==> config.mk <==
export PLATFORM = sky130hd
export DESIGN_NAME = ras_mode_stack
export DESIGN_NICKNAME = d
export VERILOG_FILES = /design/src/rtl/ras_pkg.sv /design/src/rtl/ras_ptr_ctrl.sv /design/src/rtl/ras_store.sv /design/src/rtl/ras_mode_stack.sv
export SDC_FILE = /design/constraint.sdc
export NUM_CORES = 1
export LEC_CHECK = 0
export BUFFER_PORTS_ARGS = -buffer_cell sky130_fd_sc_hd__buf_2
export CORE_UTILIZATION = 47
export CTS_CLUSTER_DIAMETER = 120
export DETAILED_ROUTE_END_ITERATION = 6
export PLACE_DENSITY = 0.63
export SYNTH_ARGS = -nofsm -noshare
export SYNTH_HDL_FRONTEND = slang
export SYNTH_SLANG_ARGS = --single-unit
==> constraint.sdc <==
create_clock -name clk -period 4.2 [get_ports clk]
set_clock_uncertainty 0.15 [all_clocks]
set_input_delay 0.42 -clock clk [delete_from_list [all_inputs] [get_ports clk]]
set_output_delay 0.42 -clock clk [all_outputs]
set_load 0.01 [all_outputs]
==> src/rtl/ras_pkg.sv <==
package ras_pkg;

  typedef enum logic [2:0] {
    OP_IDLE      = 3'd0,
    OP_PUSH      = 3'd1,
    OP_POP       = 3'd2,
    OP_SWAP      = 3'd3,
    OP_FLUSH     = 3'd4,
    OP_EMPTY_POP = 3'd5
  } ras_op_e;

  // Priority: flush, then push+pop on a non-empty stack, then push, then pop.
  function automatic ras_op_e ras_decode(input logic flush, input logic push,
                                         input logic pop, input logic nonempty);
    ras_op_e op;
    if (flush)                      op = OP_FLUSH;
    else if (push && pop && nonempty) op = OP_SWAP;
    else if (push)                  op = OP_PUSH;
    else if (pop && nonempty)       op = OP_POP;
    else if (pop)                   op = OP_EMPTY_POP;
    else                            op = OP_IDLE;
    return op;
  endfunction

endpackage

==> src/rtl/ras_ptr_ctrl.sv <==
module ras_ptr_ctrl
  import ras_pkg::*;
#(
  parameter int DEPTH = 8,
  localparam int IDX_W = (DEPTH > 1) ? $clog2(DEPTH) : 1,
  localparam int CNT_W = $clog2(DEPTH + 1)
) (
  input  logic             clk,
  input  logic             rst_n,
  input  ras_op_e          op,
  output logic [IDX_W-1:0] tos,
  output logic [CNT_W-1:0] depth_cnt,
  output logic             wr_en,
  output logic [IDX_W-1:0] wr_idx,
  output logic             ev_overflow,
  output logic             ev_underflow
);

  localparam logic [IDX_W-1:0] LAST_IDX = IDX_W'(DEPTH - 1);
  localparam logic [CNT_W-1:0] FULL_CNT = CNT_W'(DEPTH);

  function automatic logic [IDX_W-1:0] idx_up(input logic [IDX_W-1:0] i);
    return (i == LAST_IDX) ? '0 : i + 1'b1;
  endfunction

  function automatic logic [IDX_W-1:0] idx_down(input logic [IDX_W-1:0] i);
    return (i == '0) ? LAST_IDX : i - 1'b1;
  endfunction

  function automatic logic [CNT_W-1:0] cnt_up_sat(input logic [CNT_W-1:0] c);
    return (c == FULL_CNT) ? c : c + 1'b1;
  endfunction

  logic [IDX_W-1:0] tos_n;
  logic [CNT_W-1:0] cnt_n;

  always_comb begin
    tos_n  = tos;
    cnt_n  = depth_cnt;
    wr_en  = 1'b0;
    wr_idx = tos;
    unique case (op)
      OP_PUSH: begin
        wr_en  = 1'b1;
        wr_idx = idx_up(tos);
        tos_n  = idx_up(tos);
        cnt_n  = cnt_up_sat(depth_cnt);
      end
      OP_SWAP: begin
        wr_en  = 1'b1;
        wr_idx = tos;
      end
      OP_POP: begin
        tos_n = idx_down(tos);
        cnt_n = depth_cnt - 1'b1;
      end
      OP_FLUSH: begin
        tos_n = '0;
        cnt_n = '0;
      end
      default: ;
    endcase
  end

  assign ev_overflow  = (op == OP_PUSH) && (depth_cnt == FULL_CNT);
  assign ev_underflow = (op == OP_EMPTY_POP);

  always_ff @(posedge clk or negedge rst_n) begin
    if (!rst_n) begin
      tos       <= '0;
      depth_cnt <= '0;
    end else begin
      tos       <= tos_n;
      depth_cnt <= cnt_n;
    end
  end

endmodule

==> src/rtl/ras_store.sv <==
module ras_store #(
  parameter int DEPTH  = 8,
  parameter int ADDR_W = 32,
  localparam int IDX_W = (DEPTH > 1) ? $clog2(DEPTH) : 1
) (
  input  logic              clk,
  input  logic              rst_n,
  input  logic              wr_en,
  input  logic [IDX_W-1:0]  wr_idx,
  input  logic [ADDR_W-1:0] wr_addr,
  input  logic              wr_mode,
  input  logic [IDX_W-1:0]  rd_idx,
  output logic [ADDR_W-1:0] rd_addr,
  output logic              rd_mode
);

  logic [ADDR_W-1:0] slot_addr [DEPTH];
  logic              slot_mode [DEPTH];

  for (genvar g = 0; g < DEPTH; g++) begin : g_slot
    logic hit;
    assign hit = wr_en && (wr_idx == IDX_W'(g));
    always_ff @(posedge clk or negedge rst_n) begin
      if (!rst_n) begin
        slot_addr[g] <= '0;
        slot_mode[g] <= 1'b0;
      end else if (hit) begin
        slot_addr[g] <= wr_addr;
        slot_mode[g] <= wr_mode;
      end
    end
  end

  assign rd_addr = slot_addr[rd_idx];
  assign rd_mode = slot_mode[rd_idx];

endmodule

==> src/rtl/ras_mode_stack.sv <==
module ras_mode_stack
  import ras_pkg::*;
#(
  parameter int DEPTH  = 8,
  parameter int ADDR_W = 32
) (
  input  logic              clk,
  input  logic              rst_n,
  input  logic              flush,
  input  logic              push_valid,
  input  logic [ADDR_W-1:0] push_addr,
  input  logic              push_mode,
  input  logic              pop_req,
  output logic              top_valid,
  output logic [ADDR_W-1:0] top_addr,
  output logic              top_mode
);

  localparam int IDX_W = (DEPTH > 1) ? $clog2(DEPTH) : 1;
  localparam int CNT_W = $clog2(DEPTH + 1);

  ras_op_e          op;
  logic [IDX_W-1:0] tos;
  logic [CNT_W-1:0] depth_cnt;
  logic             wr_en;
  logic [IDX_W-1:0] wr_idx;
  logic             ev_overflow;
  logic             ev_underflow;
  logic [ADDR_W-1:0] rd_addr;
  logic              rd_mode;
  logic              nonempty;

  assign nonempty = (depth_cnt != '0);
  assign op       = ras_decode(flush, push_valid, pop_req, nonempty);

  ras_ptr_ctrl #(.DEPTH(DEPTH)) u_ptr (
    .clk          (clk),
    .rst_n        (rst_n),
    .op           (op),
    .tos          (tos),
    .depth_cnt    (depth_cnt),
    .wr_en        (wr_en),
    .wr_idx       (wr_idx),
    .ev_overflow  (ev_overflow),
    .ev_underflow (ev_underflow)
  );

  ras_store #(.DEPTH(DEPTH), .ADDR_W(ADDR_W)) u_store (
    .clk     (clk),
    .rst_n   (rst_n),
    .wr_en   (wr_en),
    .wr_idx  (wr_idx),
    .wr_addr (push_addr),
    .wr_mode (push_mode),
    .rd_idx  (tos),
    .rd_addr (rd_addr),
    .rd_mode (rd_mode)
  );

  assign top_valid = nonempty;
  assign top_addr  = nonempty ? rd_addr : '0;
  assign top_mode  = nonempty && rd_mode;

endmodule

==> qor.yml <==
clocking:
  ctsHoldBuffers: 2
  cts_inserted_buffers: 30
  cts-htree-levels: 1
  cts.repair.resized: 0
  clk_path_buf_depth: 3
  postCtsSetupRepairBufs: 0
  cts_root_buf: "clkbuf_16"
  cts_num_sinks: 271
  cts_tree: "done"
  cts.reportedPaths.clkPinSlew_ps: 60
  clock_latency_ps: 540
timing:
  setup-tns-final_ps: 0
  slew_headroom_pct: 27.7
  layout_min_cycle_time_ps: 3560
  slew_viol_final: 0
  final_hold_viol_count: 0
  setup_viol: 0
  fmax_mhz: 281
  worstMarginPinSlew_ps: 1080
  rsz0062_at_grt: "no"
  min_period_over_period_pct: 84.9
yosys:
  ys_warn_count: 0
  synth_ff_type: "dfrtp_1"
  synth_edf_count: 0
  synth.distinct_cells: 44
  synthCells: 820
  synth_top_cell_area_share_pct: 53.5
  ys_ff_latch: 271
  synth.avg_cell_area_um2: 15.5
  synth_fp_nets: 865
  synth-async-reset-ratio_pct: 100
  synth_area_leader_cell: "dfrtp_1"
  yosysSeqAreaShare_pct: 53.5
  synth_area_leaders: "dfrtp_1 (54%), mux2_2 (23%), mux4_2 (12%), mux2i_1 (2.8%), nor2_1 (1.2%)"
  netlist_area_um2: 12700
floorplan:
  fp.dieW_um: 166
  die_area_um2: 27600
  row_count: 59
  start_util_pct: 48.2
  ioPinCount: 72
  core-area_um2: 26300
  die_height_um: 166
grt:
  grt_max_degree: 103
  met3_usage_pct: 2.93
  use_met1_pct: 27.8
  grt_first_pass_wirelength_mm: 46.6
  busiest_layer: "met2"
  grt_pass1_vias: 8420
  grtUsageMet2_pct: 37.4
  grt_overflow_total: 0
  antenna_found_initial: 2
  track_usage_pct: 21.3
flow_run:
  drv_cap: 0
outcome:
  violations: "DRC"
  status: "finished with violations"
route:
  ant_nets: 0
  wl_mm: 27.8
  drc: 6
  num_vias: 7360
  drt_first_pass_iters: 6
  wl_per_cell_um: 22.2
  drt_iter0_markers: 355
  vias_per_cell: 5.89
cells_and_area:
  drive_above_1_share_pct: 53.5
  area_growth_pct: 15.3
  final_cells: 1249
  seq_area_um2: 6790
  fin_nets: 934
  n_fill_cell: 2117
  multi_input_area_um2: 5660
power:
  power.switching_mw: 3.32
  seqPwrFrac_pct: 39.7
  p_leak_nw: 6.35
  switching_share_pct: 30.2
  p_clk_share_pct: 26.0
  worst_ir_drop_vdd_mv: 0.344
  p_int_mw: 7.69
  p_comb_share_pct: 34.4
  p_per_area_nw_per_um2: 754
worst_setup_path:
  cp_max_fo: 44
  cp.required_ps: 3630
  crit_start: "u_ptr.tos[0]"
  cp.arrival_ps: 2990
  worstSetupPathType: "flop to primary output"
  start_kind: "flop"
  worstSetupEndpointType: "primary output"
  rr_startpoint: "u_ptr.tos[0]"
placed_design:
  place.gp.congestion: 0.774
  port_buffers: 71
  place_inst: 1190
  hpwl_mm: 17.2
hold_path:
  hp-start: "push_addr[3]"
  hold_path.class: "input port to flop"
## metrics by stage
stage	worst slack [ps]	cell area, um2	util (%)	hold WS [ps]	power [mW]
finish	635	14600	55.6	43.8	11.0
global route	466	14600	55.6	41.5	11.7
CTS	574	14600	55.6	17.0	11.2
detailed placement	1070	13500	51.3	335	8.25
global placement	1150	13500	51.3	313	8.00
floorplan	1540	12700	-	-25.6	7.04
## layout by cell type, fill, tap and decap left out, types with 18 or more instances in the layout
cell and instances:
buf_2 70, buf_4 18, clkbuf_16 30, dfrtp_1 268, mux2_2 263, mux2i_1 35
mux4_2 66, nor2_1 42
## Yosys cell counts (4+ instances only)
master    instances
dfrtp_1         271
mux4_2           66
mux2i_1          35
o22ai_1           4
nand3_1           5
nor2_1           42
buf_2            26
ha_1              6
buf_6             6
nand2_1           7
nand4_1           4
clkbuf_1         20
mux2_2          263
inv_1             6
a21oi_1           7
buf_1             7
## power by group through the flow
stage	Combinational [mW]	Clock [mW]	Sequential, mW
global route	4.13	3.05	4.52
detailed placement	3.84	0	4.41
CTS	3.86	2.94	4.37
finish	3.79	2.86	4.37
floorplan	2.92	0	4.11
global placement	3.72	0	4.29
## kinds of logic (layout without fill, tap and decap cells)
kind of cell             count (synthesis)  in the layout  synth area share, %
adder cells (fa/ha/maj)                  7              7                0.750
AO/OA/AOI/OAI                           34             34                 2.33
other                                    0              1                    0
flip-flops                             271            271                 53.5
XOR/XNOR                                 3              3                0.207
multiplexers                           365            365                 38.0
AND/OR/NAND/NOR                         75             75                 2.71
buffers and inverters                   65            158                 2.54
## per-layer routing
metal	share of wire, %	up-vias
met5	0.029	-
met4	2.4	2
met3	3.1	51
met2	51	131
met1	43	3969
li1	-	3207
## registers in the layout, summed over array words and instances, names as in the netlist
signal	flops
u_store.slot_addr	256
u_ptr.tos	3
u_store.slot_mode	8
u_ptr.depth_cnt	4
## critical path, stage by stage (launching register included)
cell	delay (ps)
dfrtp_4	530
buf_4	760
mux4_2	590
mux2i_1	330
nor2_1	80
buf_2	150
## layout make-up
class	count	share of cell area, %
Timing Repair Buffer	96	4.25
Sequential cell	271	46.5
Clock buffer	41	5.69
Tap cell	335	2.87
Multi-Input combinational cell	484	38.7
Clock inverter	15	1.82
Inverter	6	0.154
Antenna cell	1	0.0171
## worst paths after layout
check,cells after the start,slack (ps),end
max,5,640,top_addr[31]
max in group asynchronous,3,2490,u_store.slot_addr[150]
min,2,40,u_store.slot_addr[195]
min in group asynchronous,2,380,u_ptr.depth_cnt[0]
min reg2reg,1,340,u_store.slot_addr[222]
max reg2reg,7,1060,u_store.slot_addr[0]
(Power assumes the default switching activity.)
